<file path="src/rtl/spi40_pkg.sv">
package spi40_pkg;
  localparam int ADDR_W  = 7;
  localparam int DATA_W  = 32;
  localparam int HALF_W  = 16;
  localparam int HDR_W   = ADDR_W + 1;
  localparam int FRAME_W = HDR_W + DATA_W;

  localparam logic [ADDR_W-1:0] A_CTRL_WORD = 7'h00;
  localparam logic [ADDR_W-1:0] A_CTRL_HALF = 7'h01;
  localparam logic [ADDR_W-1:0] A_CMD_WORD  = 7'h02;
  localparam logic [ADDR_W-1:0] A_HW_STATUS = 7'h03;

  typedef enum logic [1:0] {ACC_NONE, ACC_RW, ACC_WO, ACC_RO} acc_e;

  function automatic acc_e acc_of(input logic [ADDR_W-1:0] a);
    acc_e k;
    case (a)
      A_CTRL_WORD, A_CTRL_HALF: k = ACC_RW;
      A_CMD_WORD:               k = ACC_WO;
      A_HW_STATUS:              k = ACC_RO;
      default:                  k = ACC_NONE;
    endcase
    return k;
  endfunction
endpackage

</file>
<file path="src/rtl/spi40_sync.sv">
module spi40_sync #(
  parameter int W = 1,
  parameter int STAGES = 2,
  parameter logic [W-1:0] RST_VAL = '0
) (
  input  logic         clk,
  input  logic         rst_n,
  input  logic [W-1:0] d,
  output logic [W-1:0] q
);
  logic [W-1:0] stg [STAGES];

  for (genvar s = 0; s < STAGES; s++) begin : g_stg
    if (s == 0) begin : g_first
      always_ff @(posedge clk or negedge rst_n)
        if (!rst_n) stg[0] <= RST_VAL;
        else        stg[0] <= d;
    end else begin : g_next
      always_ff @(posedge clk or negedge rst_n)
        if (!rst_n) stg[s] <= RST_VAL;
        else        stg[s] <= stg[s-1];
    end
  end

  assign q = stg[STAGES-1];
endmodule

</file>
<file path="src/rtl/spi40_frame.sv">
module spi40_frame #(
  parameter int FRAME_W = 40
) (
  input  logic               clk,
  input  logic               rst_n,
  input  logic               cs_n_s,
  input  logic               sck_s,
  input  logic               mosi_s,
  input  logic [FRAME_W-1:0] tx_load,
  output logic               miso,
  output logic               cs_fall,
  output logic               frame_done,
  output logic               short_frame,
  output logic [FRAME_W-1:0] rx_word
);
  localparam int CNT_W = $clog2(FRAME_W + 1);
  localparam logic [CNT_W-1:0] CNT_FULL = CNT_W'(FRAME_W);
  localparam logic [CNT_W-1:0] CNT_LAST = CNT_W'(FRAME_W - 1);

  logic               cs_q, sck_q, miso_q;
  logic [CNT_W-1:0]   cnt_q, cnt_n;
  logic [FRAME_W-2:0] rx_q, rx_n;
  logic [FRAME_W-1:0] tx_q, tx_n;
  logic               miso_n, cs_rise, sck_rise, sck_fall;

  always_comb begin
    sck_rise    = !cs_n_s && sck_s && !sck_q;
    sck_fall    = !cs_n_s && !sck_s && sck_q;
    cs_fall     = cs_q && !cs_n_s;
    cs_rise     = !cs_q && cs_n_s;
    frame_done  = sck_rise && (cnt_q == CNT_LAST);
    short_frame = cs_rise && (cnt_q != CNT_FULL);
    rx_word     = {rx_q, mosi_s};
    cnt_n  = cnt_q;
    rx_n   = rx_q;
    tx_n   = tx_q;
    miso_n = miso_q;
    if (cs_fall) begin
      cnt_n = '0;
      tx_n  = tx_load;
    end
    if (sck_rise && (cnt_q != CNT_FULL)) begin
      rx_n  = {rx_q[FRAME_W-3:0], mosi_s};
      cnt_n = cnt_q + 1'b1;
    end
    if (sck_fall) begin
      miso_n = tx_q[FRAME_W-1];
      tx_n   = {tx_q[FRAME_W-2:0], 1'b0};
    end
    if (cs_n_s) miso_n = 1'b0;
  end

  always_ff @(posedge clk or negedge rst_n) begin
    if (!rst_n) begin
      cs_q   <= 1'b1;
      sck_q  <= 1'b1;
      miso_q <= 1'b0;
      cnt_q  <= '0;
      rx_q   <= '0;
      tx_q   <= '0;
    end else begin
      cs_q   <= cs_n_s;
      sck_q  <= sck_s;
      miso_q <= miso_n;
      cnt_q  <= cnt_n;
      rx_q   <= rx_n;
      tx_q   <= tx_n;
    end
  end

  assign miso = miso_q;
endmodule

</file>
<file path="src/rtl/spi40_regs.sv">
module spi40_regs
  import spi40_pkg::*;
(
  input  logic               clk,
  input  logic               rst_n,
  input  logic               frame_done,
  input  logic               short_frame,
  input  logic               cs_fall,
  input  logic [FRAME_W-1:0] rx_word,
  input  logic [DATA_W-1:0]  hw_status,
  output logic [FRAME_W-1:0] tx_load,
  output logic [DATA_W-1:0]  ctrl_word,
  output logic [HALF_W-1:0]  ctrl_half,
  output logic [DATA_W-1:0]  cmd_word
);
  logic              is_wr;
  logic [ADDR_W-1:0] addr;
  logic [DATA_W-1:0] wdata, rd_val;
  acc_e              acc;
  logic              en_word, en_half, en_cmd, en_rd;
  logic              abort_q, abort_n, bad_q, bad_n;
  logic [DATA_W-1:0] rd_q;

  always_comb begin
    is_wr = rx_word[FRAME_W-1];
    addr  = rx_word[FRAME_W-2:DATA_W];
    wdata = rx_word[DATA_W-1:0];
    acc   = acc_of(addr);
    case (addr)
      A_CTRL_WORD: rd_val = ctrl_word;
      A_CTRL_HALF: rd_val = {{(DATA_W-HALF_W){1'b0}}, ctrl_half};
      A_HW_STATUS: rd_val = hw_status;
      default:     rd_val = '0;
    endcase
    en_word = frame_done && is_wr && (addr == A_CTRL_WORD);
    en_half = frame_done && is_wr && (addr == A_CTRL_HALF);
    en_cmd  = frame_done && is_wr && (addr == A_CMD_WORD);
    en_rd   = frame_done && !is_wr;
    abort_n = abort_q;
    bad_n   = bad_q;
    if (frame_done && (acc == ACC_NONE)) bad_n = 1'b1;
    if (short_frame) abort_n = 1'b1;
    if (cs_fall) begin
      abort_n = 1'b0;
      bad_n   = 1'b0;
    end
  end

  always_ff @(posedge clk or negedge rst_n) begin
    if (!rst_n) begin
      ctrl_word <= '0;
      ctrl_half <= '0;
      cmd_word  <= '0;
      rd_q      <= '0;
      abort_q   <= 1'b0;
      bad_q     <= 1'b0;
    end else begin
      if (en_word) ctrl_word <= wdata;
      if (en_half) ctrl_half <= wdata[HALF_W-1:0];
      if (en_cmd)  cmd_word  <= wdata;
      if (en_rd)   rd_q      <= rd_val;
      abort_q <= abort_n;
      bad_q   <= bad_n;
    end
  end

  assign tx_load = {abort_q, bad_q, {(HDR_W-2){1'b0}}, rd_q};
endmodule

</file>
<file path="src/rtl/spi40_slave.sv">
module spi40_slave
  import spi40_pkg::*;
#(
  parameter int SYNC_STAGES = 2
) (
  input  logic              clk,
  input  logic              rst_n,
  input  logic              spi_cs_n,
  input  logic              spi_sck,
  input  logic              spi_mosi,
  output logic              spi_miso,
  input  logic [DATA_W-1:0] hw_status,
  output logic [DATA_W-1:0] ctrl_word,
  output logic [HALF_W-1:0] ctrl_half,
  output logic [DATA_W-1:0] cmd_word
);
  logic               rst_sn;
  logic               cs_n_s, sck_s, mosi_s;
  logic               cs_fall, frame_done, short_frame;
  logic [FRAME_W-1:0] rx_word, tx_load;

  spi40_sync #(.W(1), .STAGES(2), .RST_VAL(1'b0)) u_rst_sync (
    .clk(clk), .rst_n(rst_n), .d(1'b1), .q(rst_sn)
  );

  spi40_sync #(.W(3), .STAGES(SYNC_STAGES), .RST_VAL(3'b110)) u_pin_sync (
    .clk(clk), .rst_n(rst_sn),
    .d({spi_cs_n, spi_sck, spi_mosi}),
    .q({cs_n_s, sck_s, mosi_s})
  );

  spi40_frame #(.FRAME_W(FRAME_W)) u_frame (
    .clk(clk), .rst_n(rst_sn), .cs_n_s(cs_n_s), .sck_s(sck_s), .mosi_s(mosi_s),
    .tx_load(tx_load), .miso(spi_miso), .cs_fall(cs_fall),
    .frame_done(frame_done), .short_frame(short_frame), .rx_word(rx_word)
  );

  spi40_regs u_regs (
    .clk(clk), .rst_n(rst_sn), .frame_done(frame_done), .short_frame(short_frame),
    .cs_fall(cs_fall), .rx_word(rx_word), .hw_status(hw_status), .tx_load(tx_load),
    .ctrl_word(ctrl_word), .ctrl_half(ctrl_half), .cmd_word(cmd_word)
  );
endmodule

</file>
<file path="config.mk">
export PLATFORM = sky130hd
export DESIGN_NAME = spi40_slave
export DESIGN_NICKNAME = d
export VERILOG_FILES = /design/src/rtl/spi40_pkg.sv /design/src/rtl/spi40_sync.sv /design/src/rtl/spi40_frame.sv /design/src/rtl/spi40_regs.sv /design/src/rtl/spi40_slave.sv
export SDC_FILE = /design/constraint.sdc
export NUM_CORES = 1
export LEC_CHECK = 0
export ABC_AREA = 1
export CORE_ASPECT_RATIO = 0.5
export CORE_UTILIZATION = 59
export CTS_BUF_LIST = sky130_fd_sc_hd__clkbuf_8
export DETAILED_ROUTE_END_ITERATION = 10
export DONT_BUFFER_PORTS = 1
export GPL_ROUTABILITY_DRIVEN = 1
export GPL_TIMING_DRIVEN = 0
export PLACE_DENSITY_LB_ADDON = 0.15
export SLEW_MARGIN = 20
export SYNTH_ARGS = -nofsm -noshare
export SYNTH_HDL_FRONTEND = slang
export SYNTH_SLANG_ARGS = --single-unit
</file>
<file path="constraint.sdc">
create_clock -name clk -period 6.16 [get_ports clk]
set_input_delay 0.308 -clock clk [delete_from_list [all_inputs] [get_ports clk]]
set_output_delay 0.308 -clock clk [all_outputs]
set_load 0.1 [all_outputs]
</file>
## Yosys cells after proc, flatten, opt, wreduce, memory -nomap -nowiden

Index checks and enable logic that the tools add are counted.

- Memory bits (writable): 0
- Word-level logic and storage cells: 62
- Latch bits: 0
- Bits in registers: 210
- Input bits: 37
- ROM bits: 0
- Memories kept: 0

- Reductions and logical operators: 28
- Multiplexer cells: 12
- Multipliers: 0
- Order comparisons: 0
- Shifts and indexed selects: 0
- $add $sub $neg: 1
- Bitwise gates (word level): 0
- Equality and inequality tests: 5
- Divide/modulo/power cells: 0

Operators by type and width:

| kind | number |
|---|---|
| case mux 32 bit (3 select lines) | 1 |
| 2-to-1 mux 40 bit | 2 |
| logical AND 1 bit | 15 |
| equality test 7 x 2 -> 1 bit (second input constant) | 2 |
| 2-to-1 mux 6 bit | 2 |
| nonzero test 2 bit | 5 |
| equality test 7 x 1 -> 1 bit (second input constant) | 1 |
| zero test 7 bit | 1 |
| adder 6 x 1 -> 6 bit (second input constant) | 1 |
| equality test 6 bit (second input constant) | 1 |
| 2-to-1 mux 1 bit | 6 |
| inequality test 6 bit (second input constant) | 1 |
| case mux 2 bit (3 select lines) | 1 |
| zero test 1 bit | 5 |
| zero test 2 bit | 1 |
| OR reduction 2 bit | 1 |

## Depth between registers and ports, before layout

Gate-level depths: netlist of the first run.

- Depth after elaboration: 7
- Depth in mapped cells: 9
- Mapped depth without buffers: 8

## By module

Synthesis of the first run repeated with hierarchy kept, for this count alone.

- Cell total of the unflattened synthesis: 1,033
- Area, all modules: 9,525.4 um2

Modules (own cells, without submodules):

| module | cells an instance | instances | area an instance (um2) |
|---|---|---|---|
| spi40_regs | 596 | 1 | 5,512.8 |
| spi40_frame | 425 | 1 | 3,781.1 |
| spi40_sync (u_pin_sync) | 9 | 1 | 177.7 |
| spi40_sync (u_rst_sync) | 2 | 1 | 50.0 |
| spi40_slave | 1 | 1 | 3.8 |

## Worst setup path after synthesis of the first run

Ideal clock, no wire load.

- Path type: reg-to-reg
- From: register u_pin_sync.stg, in the netlist u_pin_sync.q[1]
- To: register u_regs.ctrl_half[10]
- Cell stages (with the launch flop): 9
- Slack: 4.632 ns
- Path buffers: 1
- Setup time: 0.122 ns
- Data arrival time: 1.406 ns
- Path through: dfstp_2 inv_2 nor2_1 nand2_1 nor2_8 nand3_2 buf_2 nand2_1 nand2_1

- Cells in the longest elaborated chain, start to end: 5

RTL lines:

| what | RTL line | RTL |
|---|---|---|
| start, declared | spi40_sync.sv:11 | `logic [W-1:0] stg [STAGES];` |
| start signal, assigned by index | spi40_sync.sv:21 | `else stg[s] <= stg[s-1];` |
| logical AND 1 bit (2 in a row) | spi40_frame.sv:27 | `sck_rise = !cs_n_s && sck_s && !sck_q;` |
| logical AND 1 bit | spi40_frame.sv:31 | `frame_done = sck_rise && (cnt_q == CNT_LAST);` |
| logical AND 1 bit (2 in a row) | spi40_regs.sv:36 | `en_half = frame_done && is_wr && (addr == A_CTRL_HALF);` |
| end signal, assigned | spi40_regs.sv:59 | `if (en_half) ctrl_half <= wdata[HALF_W-1:0];` |
| end, declared | spi40_regs.sv:13 | `output logic [HALF_W-1:0] ctrl_half,` |

Every way passes these cells.
A chain may end at the register's enable or synchronous reset.

## Final worst setup path of the first run

- From: register u_pin_sync.stg, in the netlist u_pin_sync.q[1]
- To: register u_regs.rd_q[5]

- Cells in the longest elaborated chain, start to end: 4

RTL lines:

| what | RTL line | RTL |
|---|---|---|
| logical AND 1 bit (2 in a row) | spi40_frame.sv:27 |  |
| logical AND 1 bit | spi40_frame.sv:31 |  |
| logical AND 1 bit | spi40_regs.sv:38 | `en_rd = frame_done && !is_wr;` |
| end signal, assigned | spi40_regs.sv:61 | `if (en_rd) rd_q <= rd_val;` |
| end, declared | spi40_regs.sv:22 | `logic [DATA_W-1:0] rd_q;` |

Every way passes these cells.

==> impl_metrics.tcl, run 1 <==
set metrics [dict create \
    rsz0062_at_grt "false" \
    fin_skew_ns 0.0105 \
    slew_headroom_pct 32.8 \
    fp-row-count 31 \
    grtUsageTotal_pct 29.1 \
    port_buffers 0 \
    synth_edf_count 0 \
    cts.htree.levels 1 \
    power_density_mw_per_mm2 268 \
    ant_nets 0 \
    place.gp.congestion 0.866 \
    cap_violations 0 \
    syn-cell-area_mm2 0.00878 \
    cts.reportedPaths.clkPinSlew_ns 0.07 \
    grt_max_degree 55 \
    cts_sinks 210 \
    dp_hpwl_um 15900 \
    crit_type "register to register" \
    dr.first_iter.drc_count 660 \
    start_util_pct 60.5 \
    fillers 1212 \
    via_count 6941 \
    grt_pass1_vias 6603 \
    crit_path_start "u_pin_sync.q[1]" \
    cp-end-kind "register" \
    start_kind "register" \
    fin_nets 1041 \
    min-delay-path-class "input port to register" \
    drtPass1Iterations 6 \
    drive_gt1_share_pct 10.9 \
    syn_area_per_cell_um2 9.14 \
    cts_root_buffer "clkbuf_8" \
    synth.yosys.seq_area_share_pct 60.0 \
    die-area_mm2 0.0154 \
    netlist_instances 960 \
    clkLatencyLatePin_ns 0.54 \
    required_ns 6.58 \
    fp.coreArea_mm2 0.0145 \
    cts_setup_buffers 0 \
    detailed_place.area_mm2 0.00911 \
    yosysWarnings 0 \
    drv_slew 0 \
    worstReg2RegStart "u_pin_sync.q[1]" \
    layout_commonest_cell "nand2_1" \
    min_from "hw_status[22]" \
    worstPathMaxFanout 10 \
    setup_violations 0 \
    design_area_mm2 0.00978 \
    synthDistinctLibCells 31 \
    ios 118 \
    critPathMaxStageDelay_ns 0.54 \
    fmax_ghz 0.521 \
    path_cells "inv_2, nor3_1, nand2_1, nor2_2, inv_2, clkbuf_1, nand2_1, nand2_1" \
    async_reset_ff_share_pct 100 \
    worstPathArrival_ns 2.34 \
    synth_flop_cell "dfrtp_1" \
    tightest_slew_ns 1.01 \
    clock_path_buffers 3 \
    cts_tree "yes" \
    antennaDiodeCount 0 \
    crit_slowest_cell "dfstp_2" \
    final_cell_mix "nand2_1 (295), dfrtp_1 (203), nand3_1 (105), o21ai_1 (94), inv_1 (92)" \
    irDropWorstVdd_uv 217 \
    vias_per_cell 5.70 \
    finalCritPeriodShare_pct 31.1 \
    antenna_found_initial 0 \
    leakage_uw 0.00463 \
    syn2layout_area_growth_pct 11.4 \
    fin_setup_tns_ns 0 \
    die_x_um 174 \
    fin_crit_ns 1.92 \
    wirelength_um 21800 \
    synth_nets 999 \
    hold_viol_final 0 \
    status "finished clean" \
    fp.dieH_um 88.2 \
    grt_pass1_wl_um 34700 \
    cts_made_buffers 29 \
    avgRoutedWirePerCell_um 17.9 \
    drc 0 \
    overflow 0 \
    synth_seq_cells 210 \
    path_common_cell "nand2_1" \
]
## metal layers
layer / wire length, µm / global-route usage, %
met5: 0 / 0
met4: 370 / 6.01
met1: 9900 / 43.0
met2: 9380 / 43.3
met3: 2150 / 8.51
## kinds of logic (layout without fill, tap and decap cells)
logic type,count (synthesis),in the layout,share of synthesized area (%)
compound gates,153,153,10.3
xor+xnor,3,3,0.299
simple gates,440,440,22.0
flops,210,210,60.0
other cells,1,1,0.0427
buf+inv,151,211,7.11
fa+ha+maj,2,2,0.285
## what timing repair did
item | CTS | global route
hold buffers | 8 | 0
hold endpoints to repair | 8 | 0
gates resized for setup | 0 | 0
## critical path, delay by kind of cell, from the launching register on
kind | cells | cell delay [ns]
buffers and inverters | 3 | 0.39
AND/OR/NAND/NOR | 5 | 0.87
flip-flops | 1 | 0.54
## registers in the layout (all words and copies together) (netlist names), 3 cells and up
register / count
u_regs.cmd_word: 32
u_regs.ctrl_half: 16
u_regs.ctrl_word: 32
u_pin_sync.stg: 3
u_pin_sync.q: 3
u_frame.rx_q: 39
u_regs.rd_q: 32
u_frame.tx_q: 40
u_frame.cnt_q: 6
## power by group
group | total (µW) | leakage [µW] | switching [µW] | internal [µW]
clock | 1090 | 0.000340 | 501 | 594
combinational | 96.8 | 0.00139 | 71.5 | 25.3
sequential | 1430 | 0.00289 | 25.5 | 1400
total | 2620 | 0.00463 | 598 | 2020
## through the flow
step	power [µW]	worst slack [ns]	instances	hold slack (ns)	util [%]
finish	2620	4.24	1218	0.0216	67.4
global route	2710	4.09	1218	0.0287	67.4
CTS	2630	4.26	1218	0.00163	67.4
detailed placement	1540	4.27	1161	0.0125	62.8
global placement	1530	1.62	1158	0.0125	62.2
floorplan	1510	2.71	960	0.0124	-
## final timing paths
| kind | endpoint | slack (ns) | cells past startpoint |
|---|---|---|---|
| max | u_regs.rd_q[5] | 4.24 | 8 |
| min in group asynchronous | u_frame.rx_q[10] | 0.41 | 0 |
| max reg2reg | u_regs.rd_q[5] | 4.24 | 8 |
| min reg2reg | u_rst_sync.q | 0.36 | 0 |
| min | u_regs.rd_q[22] | 0.02 | 4 |
| max in group asynchronous | u_frame.tx_q[39] | 4.74 | 2 |
## synthesized netlist by cell type (9+ instances only)
| cell | n | share of area [%] |
|---|---|---|
| dfrtp_1 | 204 | 58 |
| clkbuf_1 | 16 | 0.68 |
| inv_2 | 10 | 0.43 |
| o21ai_0 | 15 | 0.86 |
| nor2_1 | 9 | 0.38 |
| inv_1 | 83 | 3.5 |
| o221ai_1 | 33 | 3.3 |
| nand4_1 | 17 | 1.2 |
| o21ai_1 | 94 | 5.4 |
| buf_2 | 34 | 1.9 |
| nand3_1 | 105 | 6.0 |
| nand2_1 | 295 | 13 |
## layout make-up
class / instances / area (µm²) / share of cell area [%]
Clock buffer: 35 / 482 / 4.92
Timing Repair Buffer: 11 / 163 / 1.66
Inverter: 93 / 349 / 3.57
Buffer: 58 / 275 / 2.81
Multi-Input combinational cell: 599 / 2890 / 29.5
Sequential cell: 210 / 5270 / 53.8
Tap cell: 198 / 248 / 2.53
Clock inverter: 14 / 109 / 1.11
Note: power is estimated with default switching activity, not from simulation.
==> run 2: changes to the inputs <==
Settings changed: CORE_UTILIZATION 59 to 65.
Clock period 6.16 ns to 1.9 ns, I/O delays scaled along.
==> run 2 against run 1 <==
Effect of this change: the run now ends with design-rule violations left; combinational power increased to 3.9 times the previous value; sequential share of layout area decreased by 1.7 points; highest routed layer unchanged; wire length increased by 4.7%; setup slack got worse by 4.2 ns; final area increased by 3.2%; clock-buffer cell count increased by 1; sequential cell count unchanged; largest power group unchanged; die area decreased by 9.1%.
==> impl_metrics.tcl, run 2 (same netlist as run 1, synthesis figures left out) <==
set metrics [dict create \
    setup_violations 0 \
    fin_skew_ns 0.0144 \
    fp.dieH_um 84.2 \
    fin_setup_tns_ns 0 \
    antenna_found_initial 0 \
    cts_root_buffer "clkbuf_8" \
    drtPass1Iterations 8 \
    cts.reportedPaths.clkPinSlew_ns 0.08 \
    final_cell_mix "nand2_1 (293), dfrtp_1 (203), nand3_1 (105), o21ai_1 (94), inv_1 (90)" \
    slew_headroom_pct 32.4 \
    place_ws_ns 0.0253 \
    wirelength_um 22800 \
    violations "design-rule violations" \
    clock_path_buffers 3 \
    fin_nets 1074 \
    cts.htree.levels 1 \
    port_buffers 0 \
    drc 1 \
    dr.first_iter.drc_count 717 \
    syn2layout_area_growth_pct 15.1 \
    dp_hpwl_um 15500 \
    cp.depth 8 \
    hold_viol_final 0 \
    required_ns 2.38 \
    crit_slowest_cell "dfrtp_1" \
    power_density_mw_per_mm2 841 \
    fp-row-count 29 \
    regMostFlops "u_frame.tx_q" \
    min-delay-path-class "input port to register" \
    cts_tree "yes" \
    tightest_slew_ns 1.01 \
    fmax_ghz 0.548 \
    grtUsageTotal_pct 33.9 \
    min_path_cells 1 \
    irDropWorstVdd_uv 725 \
    layout_commonest_cell "nand2_1" \
    drive_gt1_share_pct 12.1 \
    placedCellCount 1133 \
    antennaDiodeCount 0 \
    fin_crit_ns 1.83 \
    ant_nets 0 \
    finalCritPeriodShare_pct 96.1 \
    cap_violations 0 \
    design_area_mm2 0.0101 \
    critPathMaxStageDelay_ns 0.43 \
    rsz0062_at_grt "false" \
    avgRoutedWirePerCell_um 18.6 \
    start_kind "register" \
    largest_reg_flops 40 \
    status "finished, violations left" \
    fp.coreArea_mm2 0.0129 \
    worstPathArrival_ns 2.30 \
    start_util_pct 67.9 \
    finalNonFillerCells 1224 \
    rr_worst_depth 8 \
    clkLatencyLatePin_ns 0.54 \
    path_common_cell "nand2_1" \
    cp.buffers_inverters 2 \
    fin_ws_ns 0.0737 \
    vias_per_cell 5.97 \
    ios 118 \
    grt_max_degree 60 \
    detailed_place.area_mm2 0.00908 \
    grt_pass1_vias 7189 \
    leakage_uw 0.00477 \
    cp_top_family "simple AND/OR/NAND/NOR gates" \
    grt_pass1_wl_um 37200 \
    path_cells "nor2_4, inv_2, nor2_1, buf_2, nand3_1, nand2_1, nand2_1, nand2_1" \
    via_count 7302 \
    cts_sinks 210 \
    largest_registers "u_frame.tx_q x40, u_frame.rx_q x39" \
    overflow 0 \
    die_x_um 166 \
    crit_type "register to register" \
    drv_slew 0 \
    cp-end-kind "register" \
    cts_made_buffers 28 \
    die-area_mm2 0.0140 \
    worstPathMaxFanout 10 \
    place.gp.congestion 0.897 \
]
## run 2: changes by cell type in the layout (fill, tap and decap cells not counted), sizes merged
cell	change
buf	+1
bufinv	-1
clkbuf	+4
clkinv	+2
dlygate4sd3	+29
inv	-2
nand3	+1
## run 2: routing by layer
layer,track usage (%),vias to the layer above,wire (µm)
met2,50.8,383,10000
met5,0.334,-,0
met4,9.43,0,502
li1,-,3316,-
met1,48.6,3542,9850
met3,10.7,61,2460
## run 2: worst reg2reg max path, cell delays in order, from the launching register on
cell and delay (ns):
dfrtp_1 0.43, nor2_4 0.17, inv_2 0.08, nor2_1 0.35
buf_2 0.32, nand3_1 0.12, nand2_1 0.18, nand2_1 0.07
nand2_1 0.06
## run 2: report_power, final
part	switching, µW	total, µW	internal (µW)
combinational	251	373	123
sequential	82.8	4620	4540
clock	1660	3500	1830
## run 2: area by class of cell
class / count / area [µm²]
flip-flops and latches: 210 / 5270
well taps: 170 / 213
fillers: 858 / 2820
repair buffers: 44 / 483
plain buffers: 58 / 285
inverters: 93 / 349
clock buffers: 36 / 495
clock inverters: 13 / 81.3
multi-input cells: 600 / 2930
## run 2: what timing repair did
item / in CTS / in global routing
buffers inserted: 2 / 2
gates cloned: 0 / 1
setup endpoints to repair: 1 / 92
hold endpoints to repair: 37 / 0
resized for setup: 0 / 17
pin swaps: 1 / 2
hold buffers: 37 / 0
## run 2: final timing paths
kind                                   start  slack, ns                 to
min                                  spi_sck       0.11  u_pin_sync.stg[4]
max in group asynchronous       u_rst_sync.q       0.77       u_frame.cs_q
max                         u_frame.rx_q[34]       0.07    u_regs.rd_q[18]
max reg2reg                 u_frame.rx_q[34]       0.07    u_regs.rd_q[18]
min reg2reg                u_rst_sync.stg[1]       0.35       u_rst_sync.q
min in group asynchronous              rst_n       0.33       u_rst_sync.q
## run 2: per-stage QoR
step	total power (µW)	utilization, %	hold WS [ns]
floorplan	4880	-	-0.201
global placement	4960	69.6	-0.201
detailed placement	5000	70.3	-0.201
CTS	8480	77.7	0.0796
global route	8770	78.2	0.0858
finish	8490	78.2	0.105
==> run 3: changes to the inputs <==
Settings changed: CORE_UTILIZATION 65 to 63, CTS_BUF_LIST sky130_fd_sc_hd__clkbuf_8 to sky130_fd_sc_hd__clkbuf_16.
==> run 3 against run 2 <==
Effect of this change: the run now ends clean; non-clock buffer count is the same; wire length decreased by 0.35%; register-to-register slack worse by 0.02 ns; highest routed layer unchanged; setup slack worse by 0.024 ns.
==> impl_metrics.tcl, run 3 (same netlist as run 1, synthesis figures left out) <==
set metrics [dict create \
    regMostFlops "u_frame.tx_q" \
    rsz0062_at_grt "true" \
    cts_sinks 210 \
    cts.htree.levels 1 \
    cap_violations 0 \
    status "finished clean" \
    fin_nets 1065 \
    design_area_mm2 0.0101 \
    avgRoutedWirePerCell_um 18.5 \
    drv_slew 0 \
    dp_hpwl_um 15600 \
    antenna_found_initial 1 \
    worstPathMaxFanout 5 \
    required_ns 2.26 \
    fp.coreArea_mm2 0.0136 \
    dr.first_iter.drc_count 796 \
    slew_headroom_pct 33.0 \
    pwr-share-clk_pct 41.7 \
    drc 0 \
    clkLatencyLatePin_ns 0.49 \
    port_buffers 0 \
    ant_nets 0 \
    p_int_uw 6610 \
    drtPass1Iterations 5 \
    grtUsageTotal_pct 32.5 \
    pwr-share-seq_pct 54.0 \
    worstPathArrival_ns 2.21 \
    fp.dieH_um 85.5 \
    hold_viol_final 0 \
    p_sw_uw 1940 \
    cts_root_buffer "clkbuf_16" \
    final_cell_mix "nand2_1 (294), dfrtp_1 (203), nand3_1 (105), o21ai_1 (94), inv_1 (86)" \
    via_count 7184 \
    postLayoutCoreUtil_pct 74.5 \
    die-area_mm2 0.0144 \
    setup_violations 0 \
    cp-end-kind "register" \
    overflow 0 \
    vias_per_cell 5.84 \
    tightest_slew_ns 1.01 \
    cts.reportedPaths.clkPinSlew_ns 0.07 \
    grt_pass1_wl_um 36300 \
    swShare_pct 22.7 \
    fmax_ghz 0.541 \
    clock_path_buffers 3 \
    finalCritPeriodShare_pct 97.4 \
    ios 118 \
    layout_commonest_cell "nand2_1" \
    power_uw 8550 \
    power_density_mw_per_mm2 845 \
    pwr-share-comb_pct 4.3 \
    cts_made_buffers 19 \
    fin_crit_ns 1.85 \
    start_kind "register" \
    leakage_uw 0.00473 \
    wirelength_um 22700 \
    largest_reg_flops 40 \
    drive_gt1_share_pct 10.1 \
    die_x_um 169 \
    fin_skew_ns 0.0136 \
    crit_type "register to register" \
    largest_registers "u_frame.tx_q x40, u_frame.rx_q x39" \
    detailed_place.area_mm2 0.00910 \
    irDropWorstVdd_uv 637 \
    cts_tree "yes" \
    start_util_pct 64.6 \
    grt_max_degree 61 \
    syn2layout_area_growth_pct 15.3 \
    place.gp.congestion 0.868 \
    fp-row-count 30 \
    grt_pass1_vias 6951 \
    min-delay-path-class "input port to register" \
]
run 3: cell count changes in the layout (fill, tap and decap cells not counted), moves of 2 or more:
cell,change
clkinv_1,+7
buf_4,+2
buf_6,+2
clkinv_2,-4
inv_1,-4
clkbuf_8,-36
buf_2,-4
clkbuf_16,+19
clkbuf_2,-2
run 3: layout make-up:
type,count,area (µm²)
Buffer,58,300
Inverter,93,349
Sequential cell,210,5270
Clock inverter,13,81.3
Multi-Input combinational cell,600,2920
Timing Repair Buffer,44,483
Clock buffer,19,475
Antenna cell,1,2.50
Fill cell,978,3470
Tap cell,192,240
run 3: timing repair:
item,CTS,global route
cloned,0,1
endpoints found under the hold margin,37,0
pin swaps,0,2
setup buffers,0,4
setup endpoints to repair,33,113
resized for setup,1,22
hold buffers,37,0
run 3: worst max-delay path, stage by stage (launching register included):
cell	delay [ns]
dfrtp_1	0.38
inv_1	0.09
nand3_2	0.16
nor2_1	0.41
nand3_2	0.31
buf_4	0.22
nand2_1	0.05
o21ai_1	0.09
run 3: routing by layer:
metal  vias up  global-route usage, %  routed length [µm]
met3        56                   7.98                2210
li1       3287                      -                   -
met2       315                   50.1               10200
met4         0                   7.93                 543
met1      3526                   46.9                9790
met5         -                      0                   0
run 3: power by group through the flow:
stage               clock network, µW  registers, µW  logic (µW)
finish                           3560           4620         371
global route                     3760           4630         415
CTS                              3570           4620         370
detailed placement                  0           4700         302
global placement                    0           4760         205
floorplan                           0           4730         153
run 3: per-stage QoR:
| step | hold WS (ns) | cells | TNS, ns | setup slack, ns |
|---|---|---|---|---|
| floorplan | -0.201 | 960 | -46.91 | -0.232 |
| global placement | -0.201 | 1152 | -175.13 | -0.877 |
| detailed placement | -0.201 | 1155 | -1.39 | -0.0757 |
| CTS | 0.151 | 1224 | -0.0463 | -0.0219 |
| global route | 0.155 | 1230 | -0.277 | -0.0398 |
| finish | 0.164 | 1230 | 0 | 0.0500 |
run 3: worst paths after layout:
check	start	end	slack, ns	cells past startpoint
worst max-delay path	u_frame.rx_q[36]	u_regs.cmd_word[31]	0.05	7
worst min-delay path	spi_cs_n	u_pin_sync.stg[5]	0.16	1
worst max register to register	u_frame.rx_q[36]	u_regs.cmd_word[31]	0.05	7
worst min register to register	u_rst_sync.q	u_regs.cmd_word[17]	0.36	0
max in group asynchronous	u_rst_sync.q	u_regs.ctrl_half[7]	0.57	2
min in group asynchronous	u_rst_sync.q	u_regs.cmd_word[17]	0.36	0
